==> config.mk <==
export PLATFORM = sky130hd
export DESIGN_NAME = pkt_bus_out
export DESIGN_NICKNAME = d
export VERILOG_FILES = /design/src/rtl/pkt_bus_out_pkg.sv /design/src/rtl/pkt_bus_out_dp.sv /design/src/rtl/pkt_bus_out_ctl.sv /design/src/rtl/pkt_bus_out.sv
export SDC_FILE = /design/constraint.sdc
export NUM_CORES = 1
export LEC_CHECK = 0
export CORE_UTILIZATION = 45
export DETAILED_ROUTE_END_ITERATION = 12
export DONT_BUFFER_PORTS = 1
export GPL_ROUTABILITY_DRIVEN = 1
export SETUP_SLACK_MARGIN = 0.2
export SLEW_MARGIN = 20
export SYNTH_ARGS = -nofsm -noshare
export SYNTH_HDL_FRONTEND = slang
export SYNTH_SLANG_ARGS = --single-unit
==> constraint.sdc <==
create_clock -name clk -period 20.5 [get_ports clk]
set_clock_uncertainty 0.2 [all_clocks]
set_input_delay 0 -clock clk [delete_from_list [all_inputs] [get_ports clk]]
set_output_delay 0 -clock clk [all_outputs]
set_load 0.005 [all_outputs]
==> src/rtl/pkt_bus_out_pkg.sv <==
package pkt_bus_out_pkg;
  // Strobes from the sequencing control to the datapath
  typedef struct packed {
    logic popFifo;   // last beat of a FIFO packet leaves at this edge
    logic popReq;    // last beat of the buffered request leaves at this edge
    logic selFifo;   // beat source: 1 FIFO head, 0 request buffer
    logic drive;     // a beat is on the bus this cycle
    logic header;    // this beat is the first of its packet
  } strobe_t;

  typedef enum logic [1:0] {
    ST_IDLE = 2'd0,
    ST_WAIT = 2'd1,
    ST_SEND = 2'd2
  } seq_state_t;
endpackage

==> src/rtl/pkt_bus_out_dp.sv <==
module pkt_bus_out_dp
  import pkt_bus_out_pkg::*;
#(
  parameter int DATA_W    = 64,
  parameter int LONG_LEN  = 5,
  parameter int SHORT_LEN = 2,
  parameter int SLOTS     = 4,
  localparam int IDX_W    = $clog2(LONG_LEN),
  localparam int PTR_W    = (SLOTS > 1) ? $clog2(SLOTS) : 1,
  localparam int CNT_W    = $clog2(SLOTS + 1)
) (
  input  logic                          clk,
  input  logic                          rstN,
  input  logic                          reqPush,
  input  logic [SHORT_LEN*DATA_W-1:0]   reqData,
  input  logic                          rplPush,
  input  logic                          rplLong,
  input  logic [LONG_LEN*DATA_W-1:0]    rplData,
  input  strobe_t                       st,
  input  logic [IDX_W-1:0]              beatIdx,
  output logic                          fifoEmpty,
  output logic                          headLong,
  output logic                          reqPending,
  output logic [DATA_W-1:0]             busOut,
  output logic                          stopOut
);
  logic [DATA_W-1:0] slotMem [SLOTS][LONG_LEN];
  logic [SLOTS-1:0]  slotLong;
  logic [DATA_W-1:0] reqMem [SHORT_LEN];
  logic [PTR_W-1:0]  rdPtr, wrPtr;
  logic [CNT_W-1:0]  count;
  logic              fifoFull, doWr, doReq;
  logic [DATA_W-1:0] fifoBeat, reqBeat;

  function automatic logic [PTR_W-1:0] bump(input logic [PTR_W-1:0] p);
    return (p == PTR_W'(SLOTS - 1)) ? '0 : p + 1'b1;
  endfunction

  assign fifoFull  = (count == CNT_W'(SLOTS));
  assign fifoEmpty = (count == '0);
  assign doWr      = rplPush && !fifoFull;
  assign doReq     = reqPush && !reqPending;
  assign headLong  = slotLong[rdPtr];

  always_ff @(posedge clk) begin
    if (!rstN) begin
      rdPtr      <= '0;
      wrPtr      <= '0;
      count      <= '0;
      reqPending <= 1'b0;
      stopOut    <= 1'b0;
      slotLong   <= '0;
    end else begin
      if (doWr) begin
        wrPtr           <= bump(wrPtr);
        slotLong[wrPtr] <= rplLong;
      end
      if (st.popFifo) rdPtr <= bump(rdPtr);
      count <= count + CNT_W'(doWr) - CNT_W'(st.popFifo);
      if (rplPush && fifoFull) stopOut <= 1'b1;
      if (doReq) reqPending <= 1'b1;
      else if (st.popReq) reqPending <= 1'b0;
    end
  end

  // Packet storage carries no reset: only valid slots are ever read out
  always_ff @(posedge clk) begin
    if (doWr)
      for (int b = 0; b < LONG_LEN; b++)
        slotMem[wrPtr][b] <= rplData[b*DATA_W +: DATA_W];
    if (doReq)
      for (int b = 0; b < SHORT_LEN; b++)
        reqMem[b] <= reqData[b*DATA_W +: DATA_W];
  end

  always_comb begin
    fifoBeat = '0;
    reqBeat  = '0;
    for (int b = 0; b < LONG_LEN; b++)
      if (beatIdx == IDX_W'(b)) fifoBeat = slotMem[rdPtr][b];
    for (int b = 0; b < SHORT_LEN; b++)
      if (beatIdx == IDX_W'(b)) reqBeat = reqMem[b];
  end

  assign busOut = !st.drive ? '0 : (st.selFifo ? fifoBeat : reqBeat);
endmodule

==> src/rtl/pkt_bus_out_ctl.sv <==
module pkt_bus_out_ctl
  import pkt_bus_out_pkg::*;
#(
  parameter int LONG_LEN  = 5,
  parameter int SHORT_LEN = 2,
  localparam int IDX_W    = $clog2(LONG_LEN)
) (
  input  logic             clk,
  input  logic             rstN,
  input  logic             fifoEmpty,
  input  logic             headLong,
  input  logic             reqPending,
  input  logic             grant,
  input  logic             longGrant,
  output strobe_t          st,
  output logic [IDX_W-1:0] beatIdx,
  output logic [1:0]       arbReq
);
  seq_state_t state;
  logic       selFifo, pktLong, lastBeat;

  assign lastBeat = (beatIdx == (pktLong ? IDX_W'(LONG_LEN - 1) : IDX_W'(SHORT_LEN - 1)));

  always_ff @(posedge clk) begin
    if (!rstN) begin
      state   <= ST_IDLE;
      selFifo <= 1'b0;
      pktLong <= 1'b0;
      beatIdx <= '0;
    end else begin
      unique case (state)
        ST_IDLE: begin
          // Replies are chosen ahead of the buffered request
          if (!fifoEmpty) begin
            selFifo <= 1'b1;
            pktLong <= headLong;
            state   <= ST_WAIT;
          end else if (reqPending) begin
            selFifo <= 1'b0;
            pktLong <= 1'b0;
            state   <= ST_WAIT;
          end
        end
        ST_WAIT: begin
          if (grant && (longGrant == pktLong)) begin
            beatIdx <= '0;
            state   <= ST_SEND;
          end
        end
        ST_SEND: begin
          if (lastBeat) state <= ST_IDLE;
          else beatIdx <= beatIdx + 1'b1;
        end
        default: state <= ST_IDLE;
      endcase
    end
  end

  always_comb begin
    st.drive   = (state == ST_SEND);
    st.header  = st.drive && (beatIdx == '0);
    st.selFifo = selFifo;
    st.popFifo = st.drive && lastBeat && selFifo;
    st.popReq  = st.drive && lastBeat && !selFifo;
    arbReq     = (state == ST_IDLE) ? 2'b00 : {1'b1, pktLong};
  end
endmodule

==> src/rtl/pkt_bus_out.sv <==
module pkt_bus_out
  import pkt_bus_out_pkg::*;
#(
  parameter int DATA_W    = 64,
  parameter int LONG_LEN  = 5,
  parameter int SHORT_LEN = 2,
  parameter int SLOTS     = 4
) (
  input  logic                        clk,
  input  logic                        rstN,
  input  logic                        reqPush,
  input  logic [SHORT_LEN*DATA_W-1:0] reqData,
  input  logic                        rplPush,
  input  logic                        rplLong,
  input  logic [LONG_LEN*DATA_W-1:0]  rplData,
  input  logic                        grant,
  input  logic                        longGrant,
  output logic [1:0]                  arbReq,
  output logic [DATA_W-1:0]           busOut,
  output logic                        busOutEn,
  output logic                        headerOut,
  output logic                        stopOut
);
  localparam int IDX_W = $clog2(LONG_LEN);

  strobe_t          st;
  logic [IDX_W-1:0] beatIdx;
  logic             fifoEmpty, headLong, reqPending;

  pkt_bus_out_ctl #(.LONG_LEN(LONG_LEN), .SHORT_LEN(SHORT_LEN)) u_ctl (
    .clk(clk), .rstN(rstN), .fifoEmpty(fifoEmpty), .headLong(headLong),
    .reqPending(reqPending), .grant(grant), .longGrant(longGrant),
    .st(st), .beatIdx(beatIdx), .arbReq(arbReq)
  );

  pkt_bus_out_dp #(.DATA_W(DATA_W), .LONG_LEN(LONG_LEN), .SHORT_LEN(SHORT_LEN),
                   .SLOTS(SLOTS)) u_dp (
    .clk(clk), .rstN(rstN), .reqPush(reqPush), .reqData(reqData),
    .rplPush(rplPush), .rplLong(rplLong), .rplData(rplData), .st(st),
    .beatIdx(beatIdx), .fifoEmpty(fifoEmpty), .headLong(headLong),
    .reqPending(reqPending), .busOut(busOut), .stopOut(stopOut)
  );

  assign busOutEn  = st.drive;
  assign headerOut = st.header;
endmodule

Yosys cells after proc, flatten, opt, wreduce, memory -nomap -nowiden
Memories as Yosys holds them, arrays and structs flattened. A register that Yosys moved wholly into a read port is not among the register bits.
Index checks and enable logic that the tools add are counted.
Widths: inputs -> output; s select.
Cells by class
  add/subtract/negate cells: 5
  multiply operators: 0
  divide/modulo/power cells: 0
  order comparisons: 3
  equality and inequality tests: 16
  shifts and indexed selects: 0
  multiplexer cells: 37
  bitwise logic cells: 0
  reductions and logical operators: 20
Operators by type and width (count)
  $mux 64: 9
  $mux 2: 9
  $mux 1: 11
  $logic_and 1x1->1: 9
  $mux 3: 3
  $eq 2x2->1 const B: 3
  $eq 3x2->1 const B: 2
  $eq 3x3->1 const B: 2
  $logic_not 3->1: 2
  $lt 2x3->1 const B: 2
  $ne 2x1->1 const B: 3
  $pmux 2 s3: 1
  $pmux 3 s2: 1
  $reduce_and 3->1: 2
  $add 2x1->2 const B: 2
  $bwmux 4: 1
  $reduce_bool 2->1: 2
  $add 3x1->3: 1
  $add 3x1->3 const B: 1
  $eq 3x1->1 const B: 1
  $eq 3x3->1: 1
  $logic_not 1->1: 3
  $ne 3x2->1 const B: 1
  $sub 3x1->3: 1
  other kinds (8): 8
Word-level totals
  register bits: 20
  latch bits: 0
  bits in writable memories: 1408
  bits in read-only memories: 0
  input port bits: 455
  word-level logic and storage cells: 93
  memories: 2
Memory list
  u_dp.slotMem: words 4, bits a word 320, read ports 1, clocked after memory_dff 1, write ports 1, line pkt_bus_out_dp.sv:27  | logic [DATA_W-1:0] slotMem [SLOTS][LONG_LEN];
  u_dp.reqMem: words 2, bits a word 64, read ports 2, clocked after memory_dff 0, write ports 2, line pkt_bus_out_dp.sv:29  | logic [DATA_W-1:0] reqMem [SHORT_LEN];

Logic depth before layout (Yosys ltp)
Gate-level depths: netlist (run 1).
  word-level depth: 8
  gate-level depth with buffers: 13
  depth with buffers taken out: 11

Modules after synthesis
From an unflattened synthesis (run 1), not the netlist that was laid out.
Second synthesis, totals
  cell total of the unflattened synthesis: 2760
  area, all modules: 55166.7 um2
Modules (own cells, without submodules)
  pkt_bus_out_dp: instances 1, cells an instance 2701, area an instance 54632.4 um2, sequential area each 42580.8 um2
  pkt_bus_out_ctl: instances 1, cells an instance 59, area an instance 534.3 um2, sequential area each 140.1 um2

Least setup slack after synthesis (run 1)
OpenSTA, ideal clock, no wires.
  path type: register to register
  start point: register u_dp.count[1]
  end point: register u_dp.slotLong[0]
  setup time: 0.142 ns
  arrival time: 8.866 ns
  data required time: 20.158 ns
  setup slack: 11.292 ns
  stages on the path, launching flop included: 6
  buffers on the path: 0
  clock period less this slack: 9.208 ns
  path through: dfxtp_1 -> nor2_1 -> a21boi_1 -> and2_1 -> mux2i_1 -> nor2b_1
Between the ends
  longest elaborated chain between the ends: 3
RTL lines
  start: declaration: line pkt_bus_out_dp.sv:31  | logic [CNT_W-1:0] count;
  start signal: assignment: line pkt_bus_out_dp.sv:59  | count <= count + CNT_W'(doWr) - CNT_W'(st.popFifo);
  $eq 3x3->1: line pkt_bus_out_dp.sv:39  | assign fifoFull = (count == CNT_W'(SLOTS));
  $logic_not 1->1: line pkt_bus_out_dp.sv:41  | assign doWr = rplPush && !fifoFull;
  $logic_and 1x1->1: line pkt_bus_out_dp.sv:41
  net u_dp.doWr: line pkt_bus_out_dp.sv:32  | logic fifoFull, doWr, doReq;
  end signal: indexed assignment: line pkt_bus_out_dp.sv:56  | slotLong[wrPtr] <= rplLong;
  end: declaration: line pkt_bus_out_dp.sv:28  | logic [SLOTS-1:0] slotLong;
The timed path passes the listed nets, and every way through them passes these cells.
A chain may end at the register's enable or synchronous reset.

==> flow_metrics.tcl, run 1 <==
set metrics [dict create \
    ys_seq_area_share_pct 76.6 \
    grt_pass1_vias 34200 \
    cts_tree "built" \
    internal-power_mw 5.29 \
    tightestPinTransition_ns 1.30 \
    hold_class "primary input to flop" \
    yosysTopAreaCell "edfxtp_1" \
    p_leak_nw 22.4 \
    grt_pass1_wl_um 222000 \
    timing.rr.start "u_dp.count[1]" \
    grt_max_degree 153 \
    ctsHtreeMaxLevel 4 \
    drive_gt1_share_pct 12.2 \
    whs_ns 0.111 \
    final_cells 5543 \
    vias 32300 \
    synthTopCellsByArea "edfxtp_1 76%, mux4_2 5.3%, mux2i_1 3.6%, mux2_1 2.0%, a211oi_1 1.6%" \
    synth-edff-count 1408 \
    synthCells 2885 \
    seqPwrFrac_pct 51.4 \
    fin_nets 4261 \
    clkPwrFrac_pct 38.5 \
    critical_path_required_ns 20.30 \
    fmaxAchievable_mhz 146 \
    die_x_um 354 \
    cts_setup_buffers 0 \
    area_growth_pct 27.5 \
    post-route-drc-count 0 \
    ff2ff_path_depth 6 \
    clk_pin_slew_worst_paths_ns 0.06 \
    synth_cell_type_count 55 \
    io_buffers 0 \
    ir_drop_uv 83.4 \
    clockBufferDepth 3 \
    setup.worst_path.start_class "flop" \
    power_switching_mw 1.64 \
    grt_overflow 0 \
    finalSetupViolCount 0 \
    clk_latency_ns 0.78 \
    root_buffer "clkbuf_16" \
    finalHoldViolations 0 \
    crit_fanout 75 \
    critPathCapture "busOut[39]" \
    final_common_cell "edfxtp_1" \
    syn_nets 3353 \
    drv_slew 0 \
    ys_ff_latch 1430 \
    synth_top_area_share_pct 75.8 \
    arrival_ns 6.65 \
    run_status "completed" \
    vias_per_cell 5.82 \
    io_pins 524 \
    antenna_found_initial 10 \
    grt_usage_pct 24.1 \
    relSlewSlack_pct 13.3 \
    rsz0062_at_grt "false" \
    powerDensity_nw_per_um2 97.5 \
    netlist_area_um2 55700 \
    synthArstFlopShare_pct 0 \
    cp-end-kind "output port" \
    die_h_um 354 \
    path_class "flop to output port" \
    routed_wl_um 152000 \
    reg2reg_to "u_dp.slotMem[0][256]" \
    drv_cap 0 \
    die_area_um2 125000 \
    p_sw_share_pct 23.6 \
    min_period_ns 6.85 \
    coreArea_um2 122000 \
    totalNegativeSetupSlack_ns 0 \
    finalCritPeriodShare_pct 33.4 \
    syn_avg_cell_area_um2 19.3 \
    final_cell_mix "1408 x edfxtp_1, 908 x dlygate4sd3_1, 199 x mux2i_1" \
    numCtsBuffers 148 \
    p_comb_share_pct 10.1 \
    initial_core_util_pct 45.6 \
    ff2ff_setup_slack_ns 15.64 \
    synthFlopType "edfxtp_1" \
    drtIter0Drc 2743 \
    hpwlAfterDp_um 81700 \
    ant_nets 0 \
    wl_per_cell_um 27.4 \
    gp_congestion 0.775 \
    place_inst 4359 \
    clkSinkCount 1430 \
    core.rowCount 128 \
    yosys_warnings 0 \
    dr.pass1.iters 5 \
]
==> area by class of cell <==
cell class | count | area (um^2)
Clock inverter | 89 | 937
Antenna cell | 5 | 12.5
Clock buffer | 181 | 3850
Fill cell | 8923 | 51300
Multi-Input combinational cell | 1246 | 11900
Timing Repair Buffer | 955 | 9500
Tap cell | 1625 | 2030
Sequential cell | 1430 | 42700
Inverter | 12 | 47.5
==> logic make-up after synthesis <==
| family | after synthesis | share of synthesized area [%] |
|---|---|---|
| XOR/XNOR | 3 | 0.0471 |
| AO/OA/AOI/OAI | 525 | 6.88 |
| AND/OR/NAND/NOR | 249 | 2.61 |
| buffers and inverters | 209 | 2.12 |
| multiplexers | 456 | 11.4 |
| flip-flops | 1430 | 76.6 |
| adder cells (fa/ha/maj) | 13 | 0.305 |
==> worst max-delay path: stages, from the launching register on <==
cell and delay [ns]:
dfxtp_4 1.02, buf_4 0.86, buf_4 0.73, buf_4 0.74
buf_4 0.94, nor2b_1 0.09, a2111oi_0 0.50, a211oi_1 0.11
o31ai_1 0.48, a211oi_1 0.21
==> synth_stat cells, types with 32 or more instances <==
| cell type | number |
|---|---|
| edfxtp_1 | 1408 |
| mux2i_1 | 199 |
| mux4_2 | 131 |
| o22ai_1 | 127 |
| a211oi_1 | 116 |
| mux2_1 | 98 |
| nor2b_1 | 83 |
| clkbuf_1 | 82 |
| nor2_1 | 73 |
| a2111oi_0 | 64 |
| a21oi_1 | 64 |
| a221oi_1 | 63 |
| o31ai_1 | 63 |
| buf_2 | 54 |
| nor3_1 | 33 |
| nor3_2 | 32 |
==> how the worst min path moves through the flow <==
stage                            from                 end  slack [ns]  cells after the start
after global routing             rstN    u_ctl.beatIdx[0]        0.11                      2
after floorplan            reqData[0]   u_dp.reqMem[0][0]       -0.10                      0
final                            rstN    u_ctl.beatIdx[0]        0.11                      2
after global placement    reqData[42]  u_dp.reqMem[0][42]       -0.10                      0
after detailed placement  reqData[63]  u_dp.reqMem[0][63]       -0.10                      0
after CTS                        rstN    u_ctl.beatIdx[0]        0.04                      2
==> power groups by stage <==
stage,Sequential [mW],Combinational [mW],Clock [mW]
after floorplan,3.68,0.334,0
after global placement,3.61,0.504,0
after detailed placement,3.62,0.511,0
after CTS,3.56,0.688,2.70
after global routing,3.58,0.744,2.82
final,3.57,0.699,2.67
==> what timing repair did <==
item / in CTS / in global routing
endpoints found under the hold margin: 1616 / 0
hold buffers: 908 / 0
endpoints found under the setup margin: 0 / 0
resized for setup: 0 / 0
==> flip-flops by register name, indices dropped and copies added, names as in the netlist, named ones only <==
name,count
u_ctl.selFifo,1
u_dp.count,3
u_dp.wrPtr,2
u_dp.slotMem,1280
u_dp.reqMem,128
u_dp.slotLong,4
u_dp.stopOut,1
u_ctl.state,2
u_dp.reqPending,1
u_ctl.pktLong,1
u_ctl.beatIdx,3
u_dp.rdPtr,2
==> metal layers <==
layer	part of all wire, %	track usage, %	wire length [um]	up-vias
met5	0.053	0	81	-
met4	2.3	7.19	3550	12
met3	7.1	4.88	10700	286
met2	50	40.6	76400	1453
met1	40	31.4	61300	16700
li1	-	-	-	13800
==> stage by stage <==
step	instance area (um^2)	power (mW)	worst slack (ns)	util [%]
finish	71100	6.93	13.65	58.1
floorplan	55700	4.01	11.29	-
detailed placement	57200	4.13	14.52	46.7
global route	71100	7.15	13.28	58.1
CTS	71000	6.94	13.66	58.1
global placement	57200	4.11	14.70	46.7
Note: power is estimated with default switching activity, not from simulation.
==> run 2: changes to the inputs <==
ABC_AREA = 1   (was unset)
clock period = 6.1 ns   (was 20.5 ns; I/O delays follow)
==> run 2 against run 1 <==
Net effect:
- utilization down 0.53 points
- combinational power rose to 4.0 times the previous value
- clock power rose to 3.3 times the previous value
- worst setup slack worse by 12 ns
- sequential share of layout area down 2.1 points
- die area up 4.4%
- sequential power rose to 3.3 times the previous value
- critical path type unchanged
==> flow_metrics.tcl, run 2 <==
set metrics [dict create \
    tightestPinTransition_ns 1.07 \
    area_growth_pct 26.5 \
    finalHoldViolations 0 \
    netlist_area_um2 58200 \
    grt_pass1_wl_um 251000 \
    drv_cap 0 \
    preCtsSetupSlack_ns 2.64 \
    initial_core_util_pct 45.5 \
    hpwlAfterDp_um 91100 \
    dr.pass1.iters 7 \
    grt_pass1_vias 41000 \
    largestRegisters "u_dp.slotMem (1280), u_dp.reqMem (128), u_dp.slotLong (4)" \
    setup.worst_path.start_class "flop" \
    die_area_um2 131000 \
    n_fill_cell 10100 \
    whs_ns 0.160 \
    synth_top_area_share_pct 72.6 \
    routed_wl_um 168000 \
    drv_slew 0 \
    totalNegativeSetupSlack_ns 0 \
    p_leak_nw 27.3 \
    die_h_um 362 \
    largest_register "u_dp.slotMem" \
    final_cell_mix "1750 x nand2_1, 1408 x edfxtp_1, 915 x dlygate4sd3_1" \
    critical_path_required_ns 5.90 \
    coreArea_um2 128000 \
    final_area_um2 73700 \
    gp_congestion 0.770 \
    ys_top_cells_by_count "1751 x nand2_1, 1408 x edfxtp_1, 584 x nand3_1, 462 x nor2_1, 173 x buf_2" \
    synthFlopType "edfxtp_1" \
    place_inst 6554 \
    drive_gt1_share_pct 4.77 \
    multi_input_area_um2 13500 \
    wl_per_cell_um 21.7 \
    setup_ws_ns 1.89 \
    syn_avg_cell_area_um2 11.5 \
    critPathMostFrequentCell "nand2_1" \
    crit_fanout 128 \
    rsz0062_at_grt "false" \
    grt_usage_pct 25.5 \
    final_common_cell "nand2_1" \
    max_stage_delay_ns 0.67 \
    ys_ff_latch 1430 \
    p_total_mw 23.5 \
    numCtsBuffers 153 \
    final_cells 7757 \
    powerDensity_nw_per_um2 319 \
    min_period_ns 4.21 \
    synth-edff-count 1408 \
    drtIter0Drc 3841 \
    vias 41100 \
    synth_cell_type_count 23 \
    ctsHtreeMaxLevel 4 \
    grt_overflow 0 \
    ff2ff_setup_slack_ns 2.77 \
    die_x_um 362 \
    clkSinkCount 1430 \
    ys_seq_area_share_pct 73.4 \
    hold_class "primary input to flop" \
    crit_buf_inv 2 \
    path_class "flop to output port" \
    fmaxAchievable_mhz 238 \
    io_buffers 0 \
    antenna_found_initial 10 \
    seq_area_um2 42700 \
    yosys_warnings 0 \
    clockBufferDepth 3 \
    arrival_ns 4.01 \
    yosysMostFrequentCell "nand2_1" \
    relSlewSlack_pct 28.9 \
    ir_drop_uv 289 \
    cp-end-kind "output port" \
    crit_family "simple AND/OR/NAND/NOR gates" \
    core.rowCount 131 \
    placedInstanceArea_um2 59700 \
    grt_max_degree 201 \
    cts_resized 0 \
    cts_tree "built" \
    finalSetupViolCount 0 \
    largest_reg_flops 1280 \
    postLayoutCoreUtil_pct 57.5 \
    run_status "completed" \
    synthCells 5072 \
    crit_path_cell_trace "buf_12 > buf_4 > nand2_1 > nand2_1 > nand2_1 > nand2_1 > nand2_1 > nand2_1 > nand2_1 > nand2_1 > a21oi_1 > nor2_1" \
    fin_nets 6363 \
    finalCritPeriodShare_pct 68.9 \
    vias_per_cell 5.30 \
    yosysTopAreaCell "edfxtp_1" \
    syn_nets 5540 \
    clk_latency_ns 0.78 \
    slowest_stage "buf_4" \
    ant_nets 0 \
    synthTopCellsByArea "edfxtp_1 73%, nand2_1 11%, nand3_1 5.0%, nor2_1 3.0%, buf_2 1.5%" \
    clk_pin_slew_worst_paths_ns 0.06 \
    synthArstFlopShare_pct 0 \
    post-route-drc-count 0 \
    io_pins 524 \
    root_buffer "clkbuf_16" \
]
==> run 2: changes by cell type after synthesis, sizes merged, moves of 126 or more <==
cell	delta
inv	+163
mux2	-126
mux2i	-199
mux4	-131
nand2	+1744
nand3	+583
nor2	+389
o21ai	+141
o22ai	-127
==> run 2: path summary, 6_finish.rpt <==
| check | endpoint | from | cells past startpoint |
|---|---|---|---|
| worst max register to register | u_dp.slotMem[1][222] | u_dp.count[0] | 6 |
| worst min-delay path | u_dp.reqMem[0][56] | reqPush | 3 |
| worst max-delay path | busOut[36] | flop | 12 |
| worst min register to register | u_dp.slotLong[1] | u_dp.slotLong[1] | 2 |
==> run 2: per-layer routing <==
layer / GRT usage, % / share of wire [%]
met5: 0 / 0
met4: 11.2 / 3.8
met3: 4.22 / 6.2
met1: 30.7 / 38
met2: 45.0 / 51
==> run 2: cell type report <==
type                    instances  area share (%)
diodes                         12          0.0408
clock buffers                 197            5.64
clock inverters                79           0.790
inverters                     175           0.938
multi-input cells            3166            18.3
flip-flops and latches       1430            58.0
well taps                    1729            2.94
repair buffers                969            13.3
==> run 2: kinds of logic (layout without fill, tap and decap cells) <==
logic type,after synthesis,in the layout,share of synthesized area [%]
flops,1430,1430,73.4
fa+ha+maj,13,13,0.292
compound gates,354,354,3.46
simple gates,2797,2797,19.3
other cells,0,12,0
buf+inv,476,1420,3.57
xor+xnor,2,2,0.0301
==> run 2: repair_timing <==
action / in CTS / in global routing
hold buffers: 915 / 0
hold endpoints to repair: 1679 / 0
buffers inserted: 0 / 0
==> run 2: tightest hold or removal path, stage by stage <==
cell and delay [ns]:
dlygate4sd3_1 0.53, nand2_1 0.13, inv_4 0.23
==> run 2: where the power goes <==
group | total [mW] | internal [mW] | switching [mW]
Sequential | 11.8 | 11.7 | 0.192
Clock | 8.87 | 5.09 | 3.78
Combinational | 2.77 | 0.888 | 1.88
Total | 23.5 | 17.6 | 5.85
